**config.mk**
```make
export PLATFORM = sky130hd
export DESIGN_NAME = sar_seq_ctrl
export DESIGN_NICKNAME = d
export VERILOG_FILES = /design/src/rtl/sar_seq_pkg.sv /design/src/rtl/sar_seq_fsm.sv /design/src/rtl/sar_seq_datapath.sv /design/src/rtl/sar_seq_refdrv.sv /design/src/rtl/sar_seq_ctrl.sv
export SDC_FILE = /design/constraint.sdc
export NUM_CORES = 1
export LEC_CHECK = 0
export ABC_CLOCK_PERIOD_IN_PS = 2300
export BUFFER_PORTS_ARGS = -buffer_cell sky130_fd_sc_hd__buf_2
export CAP_MARGIN = 10
export CORE_MARGIN = 2
export CORE_UTILIZATION = 40
export DETAILED_ROUTE_END_ITERATION = 16
export MAX_ROUTING_LAYER = met4
export PLACE_DENSITY = 0.67
export SLEW_MARGIN = 20
export SYNTH_ARGS = -nofsm -noshare
export SYNTH_HDL_FRONTEND = slang
export SYNTH_SLANG_ARGS = --single-unit
```
**constraint.sdc**
```tcl
create_clock -name clk -period 2.3 [get_ports clk]
set_input_delay 0.46 -clock clk [delete_from_list [all_inputs] [get_ports clk]]
set_output_delay 0.46 -clock clk [all_outputs]
set_load 0.01 [all_outputs]
```
**src/rtl/sar_seq_pkg.sv**
```systemverilog
package sar_seq_pkg;
   typedef enum logic [1:0] {
      ST_IDLE = 2'd0,
      ST_SAMP = 2'd1,
      ST_SIGN = 2'd2,
      ST_MAG  = 2'd3
   } seq_state_t;
endpackage

```
**src/rtl/sar_seq_fsm.sv**
```systemverilog
module sar_seq_fsm
   import sar_seq_pkg::*;
#(
   parameter int MAG_W  = 8,
   parameter int SLEN_W = 2,
   localparam int IDX_W = (MAG_W > 1) ? $clog2(MAG_W) : 1
) (
   input  logic              clk,
   input  logic              rst,
   input  logic              go,
   input  logic [SLEN_W-1:0] samp_len,
   output seq_state_t        state_o,
   output logic [IDX_W-1:0]  bit_idx_o,
   output logic              last_o
);
   seq_state_t        state_q;
   logic [SLEN_W-1:0] cnt_q;
   logic [IDX_W-1:0]  idx_q;

   always_ff @(posedge clk) begin
      if (rst) begin
         state_q <= ST_IDLE;
         cnt_q   <= '0;
         idx_q   <= '0;
      end else begin
         case (state_q)
            ST_IDLE: begin
               if (go) begin
                  cnt_q   <= samp_len;
                  state_q <= (samp_len == '0) ? ST_SIGN : ST_SAMP;
               end
            end
            ST_SAMP: begin
               if (cnt_q == SLEN_W'(1)) state_q <= ST_SIGN;
               cnt_q <= cnt_q - SLEN_W'(1);
            end
            ST_SIGN: begin
               state_q <= ST_MAG;
               idx_q   <= IDX_W'(MAG_W - 1);
            end
            ST_MAG: begin
               if (idx_q == '0) state_q <= ST_IDLE;
               else             idx_q   <= idx_q - IDX_W'(1);
            end
            default: state_q <= ST_IDLE;
         endcase
      end
   end

   assign state_o   = state_q;
   assign bit_idx_o = idx_q;
   assign last_o    = (state_q == ST_MAG) && (idx_q == '0);

   // captured window count only runs down, never reloads mid-window
   assert_window_count_R8: assert property (@(posedge clk) disable iff (rst)
      (state_q == ST_SAMP) |=>
         ((state_q == ST_SAMP) && (cnt_q == $past(cnt_q) - SLEN_W'(1))) ||
         ((state_q == ST_SIGN) && ($past(cnt_q) == SLEN_W'(1))));

   assert_window_nonzero_R2: assert property (@(posedge clk) disable iff (rst)
      (state_q == ST_SAMP) |-> (cnt_q != '0));

   // sign cycle is followed by the MSB trial
   assert_msb_after_sign_R5: assert property (@(posedge clk) disable iff (rst)
      (state_q == ST_SIGN) |=> (state_q == ST_MAG) && (idx_q == IDX_W'(MAG_W - 1)));
endmodule

```
**src/rtl/sar_seq_datapath.sv**
```systemverilog
module sar_seq_datapath
   import sar_seq_pkg::*;
#(
   parameter int MAG_W = 8,
   localparam int IDX_W = (MAG_W > 1) ? $clog2(MAG_W) : 1,
   localparam int RES_W = MAG_W + 1
) (
   input  logic             clk,
   input  logic             rst,
   input  seq_state_t       state_i,
   input  logic [IDX_W-1:0] bit_idx_i,
   input  logic             last_i,
   input  logic             cmp_i,
   output logic [MAG_W-1:0] trial_o,
   output logic             swap_o,
   output logic [RES_W-1:0] result_o,
   output logic             valid_o
);
   logic [MAG_W-1:0] code_q;
   logic [MAG_W-1:0] probe;
   logic             sign_q;
   logic             keep;
   logic [RES_W-1:0] res_q;
   logic             vld_q;

   assign probe = MAG_W'(1) << bit_idx_i;
   // negative sign reverses the bank polarity, so the decision sense flips
   assign keep  = cmp_i ^ sign_q;

   always_ff @(posedge clk) begin
      if (rst) begin
         code_q <= '0;
         sign_q <= 1'b0;
         res_q  <= '0;
         vld_q  <= 1'b0;
      end else begin
         vld_q <= 1'b0;
         case (state_i)
            ST_SIGN: begin
               sign_q <= ~cmp_i;
               code_q <= '0;
            end
            ST_MAG: begin
               if (keep) code_q <= code_q | probe;
               if (last_i) begin
                  res_q <= {sign_q, keep ? (code_q | probe) : code_q};
                  vld_q <= 1'b1;
               end
            end
            default: ;
         endcase
      end
   end

   assign trial_o  = (state_i == ST_MAG) ? (code_q | probe) : '0;
   assign swap_o   = sign_q;
   assign result_o = res_q;
   assign valid_o  = vld_q;

   assert_valid_pulse_R9: assert property (@(posedge clk) disable iff (rst)
      vld_q |=> !vld_q);

   assert_result_hold_R9: assert property (@(posedge clk) disable iff (rst)
      !vld_q |-> $stable(res_q));

   assert_sign_hold_R6: assert property (@(posedge clk) disable iff (rst)
      (state_i == ST_MAG && $past(state_i) == ST_MAG) |-> $stable(sign_q));
endmodule

```
**src/rtl/sar_seq_refdrv.sv**
```systemverilog
module sar_seq_refdrv #(
   parameter int MAG_W = 8
) (
   input  logic [MAG_W-1:0] trial_i,
   input  logic             swap_i,
   output logic [MAG_W-1:0] pos_hi_o,
   output logic [MAG_W-1:0] pos_lo_o,
   output logic [MAG_W-1:0] neg_hi_o,
   output logic [MAG_W-1:0] neg_lo_o
);
   for (genvar i = 0; i < MAG_W; i++) begin : g_cell
      assign pos_hi_o[i] = trial_i[i] & ~swap_i;
      assign neg_lo_o[i] = trial_i[i] & ~swap_i;
      assign pos_lo_o[i] = trial_i[i] &  swap_i;
      assign neg_hi_o[i] = trial_i[i] &  swap_i;
   end
endmodule

```
**src/rtl/sar_seq_ctrl.sv**
```systemverilog
module sar_seq_ctrl
   import sar_seq_pkg::*;
#(
   parameter int MAG_W  = 8,
   parameter int SLEN_W = 2,
   localparam int IDX_W = (MAG_W > 1) ? $clog2(MAG_W) : 1,
   localparam int RES_W = MAG_W + 1
) (
   input  logic              clk,
   input  logic              rst,
   input  logic              start,
   input  logic              free_run,
   input  logic [SLEN_W-1:0] sample_len,
   input  logic              cmp_out,
   output logic              sample_sw,
   output logic              cmp_en,
   output logic [MAG_W-1:0]  pos_hi_sel,
   output logic [MAG_W-1:0]  pos_lo_sel,
   output logic [MAG_W-1:0]  neg_hi_sel,
   output logic [MAG_W-1:0]  neg_lo_sel,
   output logic [RES_W-1:0]  result,
   output logic              result_valid
);
   if (MAG_W < 2 || MAG_W > 16) begin : g_bad_mag_w
      $error("sar_seq_ctrl: MAG_W must lie in 2..16");
   end
   if (SLEN_W < 1 || SLEN_W > 4) begin : g_bad_slen_w
      $error("sar_seq_ctrl: SLEN_W must lie in 1..4");
   end

   seq_state_t       state;
   logic [IDX_W-1:0] bit_idx;
   logic             last_bit;
   logic [MAG_W-1:0] trial;
   logic             swap;

   sar_seq_fsm #(.MAG_W(MAG_W), .SLEN_W(SLEN_W)) u_fsm (
      .clk      (clk),
      .rst      (rst),
      .go       (start | free_run),
      .samp_len (sample_len),
      .state_o  (state),
      .bit_idx_o(bit_idx),
      .last_o   (last_bit)
   );

   sar_seq_datapath #(.MAG_W(MAG_W)) u_dp (
      .clk      (clk),
      .rst      (rst),
      .state_i  (state),
      .bit_idx_i(bit_idx),
      .last_i   (last_bit),
      .cmp_i    (cmp_out),
      .trial_o  (trial),
      .swap_o   (swap),
      .result_o (result),
      .valid_o  (result_valid)
   );

   sar_seq_refdrv #(.MAG_W(MAG_W)) u_ref (
      .trial_i (trial),
      .swap_i  (swap),
      .pos_hi_o(pos_hi_sel),
      .pos_lo_o(pos_lo_sel),
      .neg_hi_o(neg_hi_sel),
      .neg_lo_o(neg_lo_sel)
   );

   assign sample_sw = (state == ST_IDLE) || (state == ST_SAMP);
   assign cmp_en    = (state == ST_SIGN) || (state == ST_MAG);

   assert_sw_cmp_excl_R3: assert property (@(posedge clk) disable iff (rst)
      !(sample_sw && cmp_en));

   // first decision cycle (sign) drives no capacitor
   assert_sign_quiet_R6: assert property (@(posedge clk) disable iff (rst)
      $rose(cmp_en) |-> (pos_hi_sel == '0) && (pos_lo_sel == '0) &&
                        (neg_hi_sel == '0) && (neg_lo_sel == '0));

   assert_polarity_keep_hi_R6: assert property (@(posedge clk) disable iff (rst)
      (pos_hi_sel != '0) |=> (pos_lo_sel == '0) && (neg_hi_sel == '0));

   assert_polarity_keep_lo_R6: assert property (@(posedge clk) disable iff (rst)
      (pos_lo_sel != '0) |=> (pos_hi_sel == '0) && (neg_lo_sel == '0));

   assert_valid_in_window_R10: assert property (@(posedge clk) disable iff (rst)
      result_valid |-> sample_sw);
endmodule

```
; Yosys cells after proc, flatten, opt, wreduce, memory -nomap -nowiden
; Cells that the tools add are included.
[totals]
regBits = 26
inputBits = 7
output_inout_bits = 44
elab_cells = 66
[op_classes]
n_addsub = 2
eq_ne = 8
n_shift = 1
mux = 13
n_bitwise = 22
n_reduce_logical = 13
[ops]
columns = cell, count
row1 = $and 1x1->1, 16
row2 = $mux 8, 2
row3 = $pmux 8 s2, 1
row4 = $mux 2, 5
row5 = $or 8x8->8, 1
row6 = $pmux 2 s4, 1
row7 = $shl 1x3->8 const A, 1
row8 = $ne 2x1->1 const B, 3
row9 = $pmux 3 s2, 1
row10 = $reduce_and 2->1, 3
row11 = $eq 2x1->1 const B, 2
row12 = $eq 2x2->1 const B, 2
row13 = $logic_not 2->1, 2
row14 = $pmux 2 s2, 1
row15 = $reduce_bool 2->1, 2
row16 = $logic_not 3->1, 1
row17 = $mux 3, 1
row18 = $not 1->1, 3
row19 = $reduce_and 3->1, 1
row20 = $sub 3x1->3 const B, 1
row21 = $logic_or 1x1->1, 2
row22 = $ne 2x2->1 const B, 1
row23 = $reduce_or 2->1, 1
row24 = $sub 2x1->2 const B, 1
row25 = 4 further kinds, 4

; Logic depth before layout (Yosys ltp)
; Gate-level depths: netlist of the first run.
[logic_depth]
ltp_word = 4
depth_mapped = 7
depth_no_buf = 6

; Modules after synthesis
; From an unflattened synthesis of the first run, not the netlist that was laid out.
[unflattened]
cells_unflattened = 191
hier_area_um2 = 1597.8
[modules_own_cells]
columns = module, instances, cells_per_inst, area_each_um2, seq_area_each_um2
row1 = sar_seq_datapath, 1, 100, 849.6, 380.4
row2 = sar_seq_fsm, 1, 55, 495.5, 140.1
row3 = sar_seq_refdrv, 1, 33, 239.0, 0.0
row4 = sar_seq_ctrl, 1, 3, 13.8, 0.0

; Worst setup path before layout of the first run
; No wires, ideal clock.
[synth_timing]
path_kind = register -> output
start = register u_fsm.state_q[0], in the netlist u_fsm.state_o[0]
end = output pos_hi_sel[4]
arrival_ns = 1.253
t_required_ns = 1.840
setup_slack_ns = 0.587
stages_incl_launch_ff = 7
path_buffers = 3
cell_sequence = dfxtp_1 ha_1 buf_2 nand2b_1 clkbuf_1 nor2_1 buf_4
[synth_between]
elab_chain_cells = 3
[synth_rtl]
columns = element, line
row1 = start: declaration, sar_seq_fsm.sv:16  ; seq_state_t state_q;
row2 = start signal: assignment, sar_seq_fsm.sv:30  ; state_q <= (samp_len == '0) ? ST_SIGN : ST_SAMP;
row3 = $eq 2x2->1, sar_seq_datapath.sv:55  ; assign trial_o = (state_i == ST_MAG) ? (code_q | probe) : '0;
row4 = $mux 8, sar_seq_datapath.sv:55
row5 = $and 1x1->1, n/a
row6 = end: declaration, sar_seq_ctrl.sv:17  ; output logic [MAG_W-1:0] pos_hi_sel,
; Every way passes these cells.

; Worst setup path after layout of the first run
[layout_timing]
start = register u_fsm.idx_q[0], in the netlist u_fsm.bit_idx_o[0]
end = output neg_hi_sel[0]
[layout_between]
elab_chain_cells = 4
[layout_rtl]
columns = element, line
row1 = start: declaration, sar_seq_fsm.sv:18  ; logic [IDX_W-1:0] idx_q;
row2 = start signal: assignment, sar_seq_fsm.sv:39  ; idx_q <= IDX_W'(MAG_W - 1);
row3 = start signal: assignment, sar_seq_fsm.sv:43  ; else idx_q <= idx_q - IDX_W'(1);
row4 = $shl 1x3->8, sar_seq_datapath.sv:26  ; assign probe = MAG_W'(1) << bit_idx_i;
row5 = $or 8x8->8, sar_seq_datapath.sv:55
row6 = $mux 8, sar_seq_datapath.sv:55
row7 = $and 1x1->1, sar_seq_refdrv.sv:15  ; assign neg_hi_o[i] = trial_i[i] & swap_i;
row8 = end: declaration, sar_seq_ctrl.sv:19  ; output logic [MAG_W-1:0] neg_hi_sel,
; Every way passes these cells.

==> results.ini, run 1 <==
[run_status]
status = finished, final reports clean

[worst_setup_path]
reg2reg_slack_ns = 0.54
r2r-start = u_fsm.state_o[0]
crit_path_end_kind = primary output
path_cells = inv_1 -> ha_1 -> nor2b_1 -> nor2_1 -> nor2_1 -> buf_2
critPathSlowestCell = dfxtp_1
cp_num_buf_inv = 2
cpPeakStageDelay_ns = 0.42
r2r_end = u_fsm.state_o[0]
worstPathArrival_ns = 1.65
cp.required_ns = 1.84
cp_common_cell = nor2_1
cp_max_fo = 5
reg2reg_depth = 6
cp_top_family = flip-flops
worstSetupStartpointType = flip-flop
critPathKind = reg2out
cp.depth = 6

[clock_tree]
worst_skew_pair.late_latency_ns = 0.33
htree_levels = 1
numCtsBuffers = 3
numClockSinks = 26
cts_tree = built
clock_path_buffers = 2
hold_buffers = 0
root_buffer = clkbuf_4
clkTransAtPathRegs_ns = 0.16

[finish]
nNetsFinal = 233
antenna_cells = 0
drive_gt1_share_pct = 30.4
instances_no_fill = 260
syn2layout_area_growth_pct = 13.9

[drt]
wl_met2_um = 1230
drc = 0
met3_length_um = 184
ant_nets = 0
route.layer.met1.wl_um = 1470
routed_wl_um = 2920
vias_per_cell = 4.80
routedWlPerCell_um = 11.2
top_layer = met4
drtIter0Drc = 46
num_vias = 1248
first_pass_iters = 4

[sta]
setup_viol = 0
finalCritPeriodShare_pct = 91.6
timing.final.ws_setup_ns = 0.194
hold_viol_final = 0
holdWs_ns = 0.345
fmax_ghz = 0.475
setup_tns_ns = 0
skew_ns = 0.0187
worst_pin_slew_ns = 0.411
final.min_clock_period_ns = 2.11
slew_viol_final = 0
slew_headroom_pct = 72.5
rsz0062_at_grt = false

[synthesis]
synth_seq_area_share_pct = 35.6
synthArstFlopShare_pct = 0
synth_warnings = 0
ys.flop_type = dfxtp_1
synth_cell_types = 25
syn-cell-area_um2 = 1460
ys_ff_latch = 26
postSynthAreaPerCell_um2 = 8.02
synth.mux.area_fraction_pct = 0.686
netlist_top_cells_area = dfxtp_1 (36%), ha_1 (9.4%), nor2_1 (9.3%)
yosys.area.top_type = dfxtp_1
synthAdderAreaFrac_pct = 9.43
netlist_instances = 182
synth_edf_count = 0
syn_nets = 200
synth_top_family_by_area = simple AND/OR/NAND/NOR gates
synth_xor_area_share_pct = 1.11
synth-compound-area-share_pct = 17.2
yosysTopAreaCellShare_pct = 35.6
synthSimpleGateAreaFrac_pct = 23.2

[die]
die_h_um = 64.4
coreArea_um2 = 3420
ioPinCount = 51
start_util_pct = 42.7
die_w_um = 64.4
design.die.area_um2 = 4150
rows = 21

[power_and_ir_drop]
p_per_area_nw_per_um2 = 943
vdd_drop_max_uv = 479
power.leakage_nw = 0.777
power_mw = 1.57

[hold_path]
holdPathEnd = u_dp.swap_o
worst_hold_path_type = in2reg
hold_depth = 2
min_from = cmp_out

[global_routing]
track_usage_pct = 15.3
grt_pass1_vias = 1133
antenna_found_initial = 0
grt_first_pass_wirelength_um = 4970
grt.overflow.total = 0
grt_max_degree = 15

[flow_run]
cap_violations = 0

[place]
placedCellCount = 256
port_buffers = 50
dpl.hpwl_um = 2290
place_ws_ns = 0.536
gp_congestion = 0.769

-- cell families (layout without fill, tap and decap cells) --
| group | count (synthesis) | in the layout |
|---|---|---|
| fa+ha+maj | 11 | 11 |
| compound gates | 38 | 38 |
| xor+xnor | 1 | 1 |
| flops | 26 | 26 |
| mux | 1 | 1 |
| buf+inv | 32 | 64 |
| simple gates | 73 | 73 |
-- cell usage in the layout (no fill, tap or decap) --
master / instances
nand2b_1: 4
dfxtp_1: 26
nor3b_1: 3
mux2i_1: 1
and3b_4: 1
nor2b_1: 6
and2_4: 1
and2_1: 2
a31o_1: 1
nor2_1: 36
clkbuf_4: 3
clkbuf_8: 1
inv_1: 9
a2111oi_2: 1
a211oi_1: 9
or2_2: 1
nand2_1: 13
ha_1: 10
buf_2: 50
ha_2: 1
buf_4: 1
o21ai_0: 2
xor2_2: 1
a221o_1: 1
nor3_1: 6
a21oi_1: 20
a22o_2: 4
-- area by class of cell --
class                   instances  area, µm²
multi-input cells             124        757
flip-flops and latches         26        520
fillers                       353       1750
well taps                      46       57.6
inverters                       9       33.8
clock buffers                   4       36.3
repair buffers                 51        258
-- cell usage after synthesis (2+ instances only) --
cell and n:
inv_1 9, nand2b_1 4, buf_2 4, a21oi_1 20, o21ai_0 2, clkbuf_1 3, nor3_1 6, ha_1 11
nor2_1 36, dfxtp_1 26, nor3b_1 3, a22o_2 4, buf_4 16, and2_1 2, a211oi_1 9, nor2b_1 6
nand2_1 13
-- layer usage --
metal	global-route usage [%]	vias to the layer above
li1	-	652
met1	20.7	545
met2	23.3	47
met3	2.26	4
met4	5.59	0
met5	-	-
-- where the power goes --
group | leakage (nW) | total [mW] | internal (mW) | switching [mW]
Clock | 0.0210 | 0.238 | 0.0969 | 0.141
Combinational | 0.545 | 0.709 | 0.290 | 0.419
Sequential | 0.211 | 0.621 | 0.531 | 0.0904
Total | 0.777 | 1.57 | 0.917 | 0.650
-- worst max path at each step --
stage / from / end / slack [ns]
floorplan: u_fsm.state_o[0] / pos_hi_sel[4] / 0.59
global placement: u_fsm.state_o[1] / u_fsm.state_o[1] / 0.57
detailed placement: u_fsm.state_o[0] / neg_hi_sel[1] / 0.54
CTS: u_fsm.state_o[0] / neg_hi_sel[1] / 0.15
global route: u_fsm.bit_idx_o[0] / neg_lo_sel[0] / 0.02
finish: u_fsm.bit_idx_o[0] / neg_hi_sel[0] / 0.19
-- state kept, by name, indices dropped and copies added (netlist names) --
| register | count |
|---|---|
| u_dp.code_q | 8 |
| u_dp.result_o | 9 |
| u_dp.swap_o | 1 |
| u_dp.valid_o | 1 |
| u_fsm.bit_idx_o | 3 |
| u_fsm.cnt_q | 2 |
| u_fsm.state_o | 2 |
-- stage by stage --
step	instance area, µm²	utilization (%)
5_1_grt	1660	48.7
2_1_floorplan	1460	-
6_report	1660	48.7
3_5_place_dp	1620	47.5
3_3_place_gp	1620	47.5
4_1_cts	1660	48.6
-- timing repair --
action	CTS	global route
endpoints found under the hold margin	0	0
resized for setup	0	1
buffers inserted	0	0
endpoints found under the setup margin	0	11
No activity file was read; power rests on OpenSTA's default activity.
==> inputs of run 2 (changes only) <==
--- a/config.mk
+++ b/config.mk
@@ -6,13 +6,15 @@
 export NUM_CORES = 1
 export LEC_CHECK = 0
 export ABC_CLOCK_PERIOD_IN_PS = 2300
-export BUFFER_PORTS_ARGS = -buffer_cell sky130_fd_sc_hd__buf_2
+export BUFFER_PORTS_ARGS = -buffer_cell sky130_fd_sc_hd__clkbuf_2
 export CAP_MARGIN = 10
 export CORE_MARGIN = 2
 export CORE_UTILIZATION = 40
+export CTS_CLUSTER_DIAMETER = 80
 export DETAILED_ROUTE_END_ITERATION = 16
 export MAX_ROUTING_LAYER = met4
 export PLACE_DENSITY = 0.67
+export SKIP_LAST_GASP = 1
 export SLEW_MARGIN = 20
 export SYNTH_ARGS = -nofsm -noshare
 export SYNTH_HDL_FRONTEND = slang
==> results.ini, run 2 (same netlist as run 1, synthesis figures left out) <==
[finish]
mostFrequentLayoutCell = clkbuf_2
multi_input_area_um2 = 759
antenna_cells = 0
finalInstanceArea_um2 = 1670
register_area_um2 = 520
instances_no_fill = 259
fin_util_pct = 49.0
largest_reg_flops = 9
syn2layout_area_growth_pct = 14.7
fillers = 368
drive_gt1_share_pct = 30.5
mostFrequentLayoutCells = clkbuf_2 (50), nor2_1 (36), dfxtp_1 (26)
nNetsFinal = 232

[place]
gp_congestion = 0.767
dpl.hpwl_um = 2290
post_dp_cell_area_um2 = 1620
port_buffers = 50
placedCellCount = 255
place_ws_ns = 0.489

[clock_tree]
post_cts_buffers = 0
htree_levels = 1
numCtsBuffers = 3
clock_path_buffers = 2
root_buffer = clkbuf_4
cts_tree = built
numClockSinks = 26
hold_buffers = 0
worst_skew_pair.late_latency_ns = 0.33
clkTransAtPathRegs_ns = 0.13

[die]
start_util_pct = 42.7
ioPinCount = 51
rows = 21
design.die.area_um2 = 4150
coreArea_um2 = 3420
die_w_um = 64.4
die_h_um = 64.4

[sta]
setup_viol = 0
slew_headroom_pct = 69.7
hold_viol_final = 0
rsz0062_at_grt = false
worst_pin_slew_ns = 0.455
timing.final.ws_setup_ns = 0.149
setup_tns_ns = 0
fmax_ghz = 0.465
finalCritPeriodShare_pct = 93.5
skew_ns = 0.0116
final.min_clock_period_ns = 2.15
slew_viol_final = 0

[drt]
routedWlPerCell_um = 11.3
routed_wl_um = 2920
drc = 0
ant_nets = 0
drtIter0Drc = 31
num_vias = 1268
first_pass_iters = 4
vias_per_cell = 4.90

[global_routing]
antenna_found_initial = 0
grt.overflow.total = 0
track_usage_pct = 15.7
grt_max_degree = 23
grt_first_pass_wirelength_um = 5100
grt_pass1_vias = 1156

[hold_path]
worst_hold_path_type = in2reg
min_from = cmp_out

[power_and_ir_drop]
p_int_mw = 0.999
power.leakage_nw = 0.742
power_frac_clock_pct = 19.1
swShare_pct = 39.6
pwr-share-comb_pct = 43.3
switchingPower_mw = 0.656
p_per_area_nw_per_um2 = 989
pwr-share-seq_pct = 37.6
vdd_drop_max_uv = 765

[worst_setup_path]
cp_max_fo = 5
worstPathArrival_ns = 1.69
worstSetupStartpointType = flip-flop
startpoint = u_fsm.bit_idx_o[0]
cp.required_ns = 1.84
crit_path_end_kind = primary output
critPathKind = reg2out
r2r-start = u_fsm.state_o[0]

[run_status]
status = finished, final reports clean

[flow_run]
cap_violations = 0

## run 2: worst max-delay path, cell delays in order, from the launching register on
cell      delay (ns)
dfxtp_1         0.44
inv_1           0.11
ha_1            0.26
nor2b_1         0.17
nor2_1          0.17
nor2_1          0.08
clkbuf_2        0.14
## run 2: final cells by class
class / instances / share of cell area [%]
inverter: 9 / 2.02
clock inverter: 1 / 1.79
tap: 46 / 3.44
multi-input combinational: 124 / 45.4
clock buffer: 3 / 1.35
timing repair buffer: 50 / 14.9
sequential: 26 / 31.1
## run 2: what timing repair did
item                                   in CTS  in global routing
endpoints found under the hold margin       0                  0
setup endpoints to repair                   0                 31
resized for setup                           0                  2
## run 2: worst paths after layout
| check | slack [ns] | end | depth (start not counted) |
|---|---|---|---|
| hold / removal | 0.37 | u_dp.swap_o | 2 |
| hold reg to reg | 0.47 | u_dp.result_o[5] | 2 |
| setup reg to reg | 0.55 | u_fsm.state_o[0] | 6 |
| setup / recovery | 0.15 | pos_lo_sel[0] | 6 |
## run 2: through the flow
step	power [mW]	hold slack [ns]
after floorplan	1.17	0.445
after global placement	1.33	0.446
after detailed placement	1.35	0.450
after CTS	1.67	0.359
after global routing	1.80	0.354
final	1.66	0.366
## run 2: routing by layer
layer  global-route usage, %  vias up  part of all wire [%]
met3                    3.82        2                   5.7
met1                    19.9      567                    48
li1                        -      657                     -
met4                    4.26        0                  0.89
met5                       -        -                     0
met2                    25.1       42                    45
## run 2: power by group through the flow
stage | clock network, mW | registers, mW | logic (mW)
6_report | 0.316 | 0.623 | 0.717
4_1_cts | 0.325 | 0.623 | 0.723
3_5_place_dp | 0 | 0.631 | 0.718
5_1_grt | 0.345 | 0.639 | 0.813
2_1_floorplan | 0 | 0.604 | 0.570
3_3_place_gp | 0 | 0.629 | 0.702
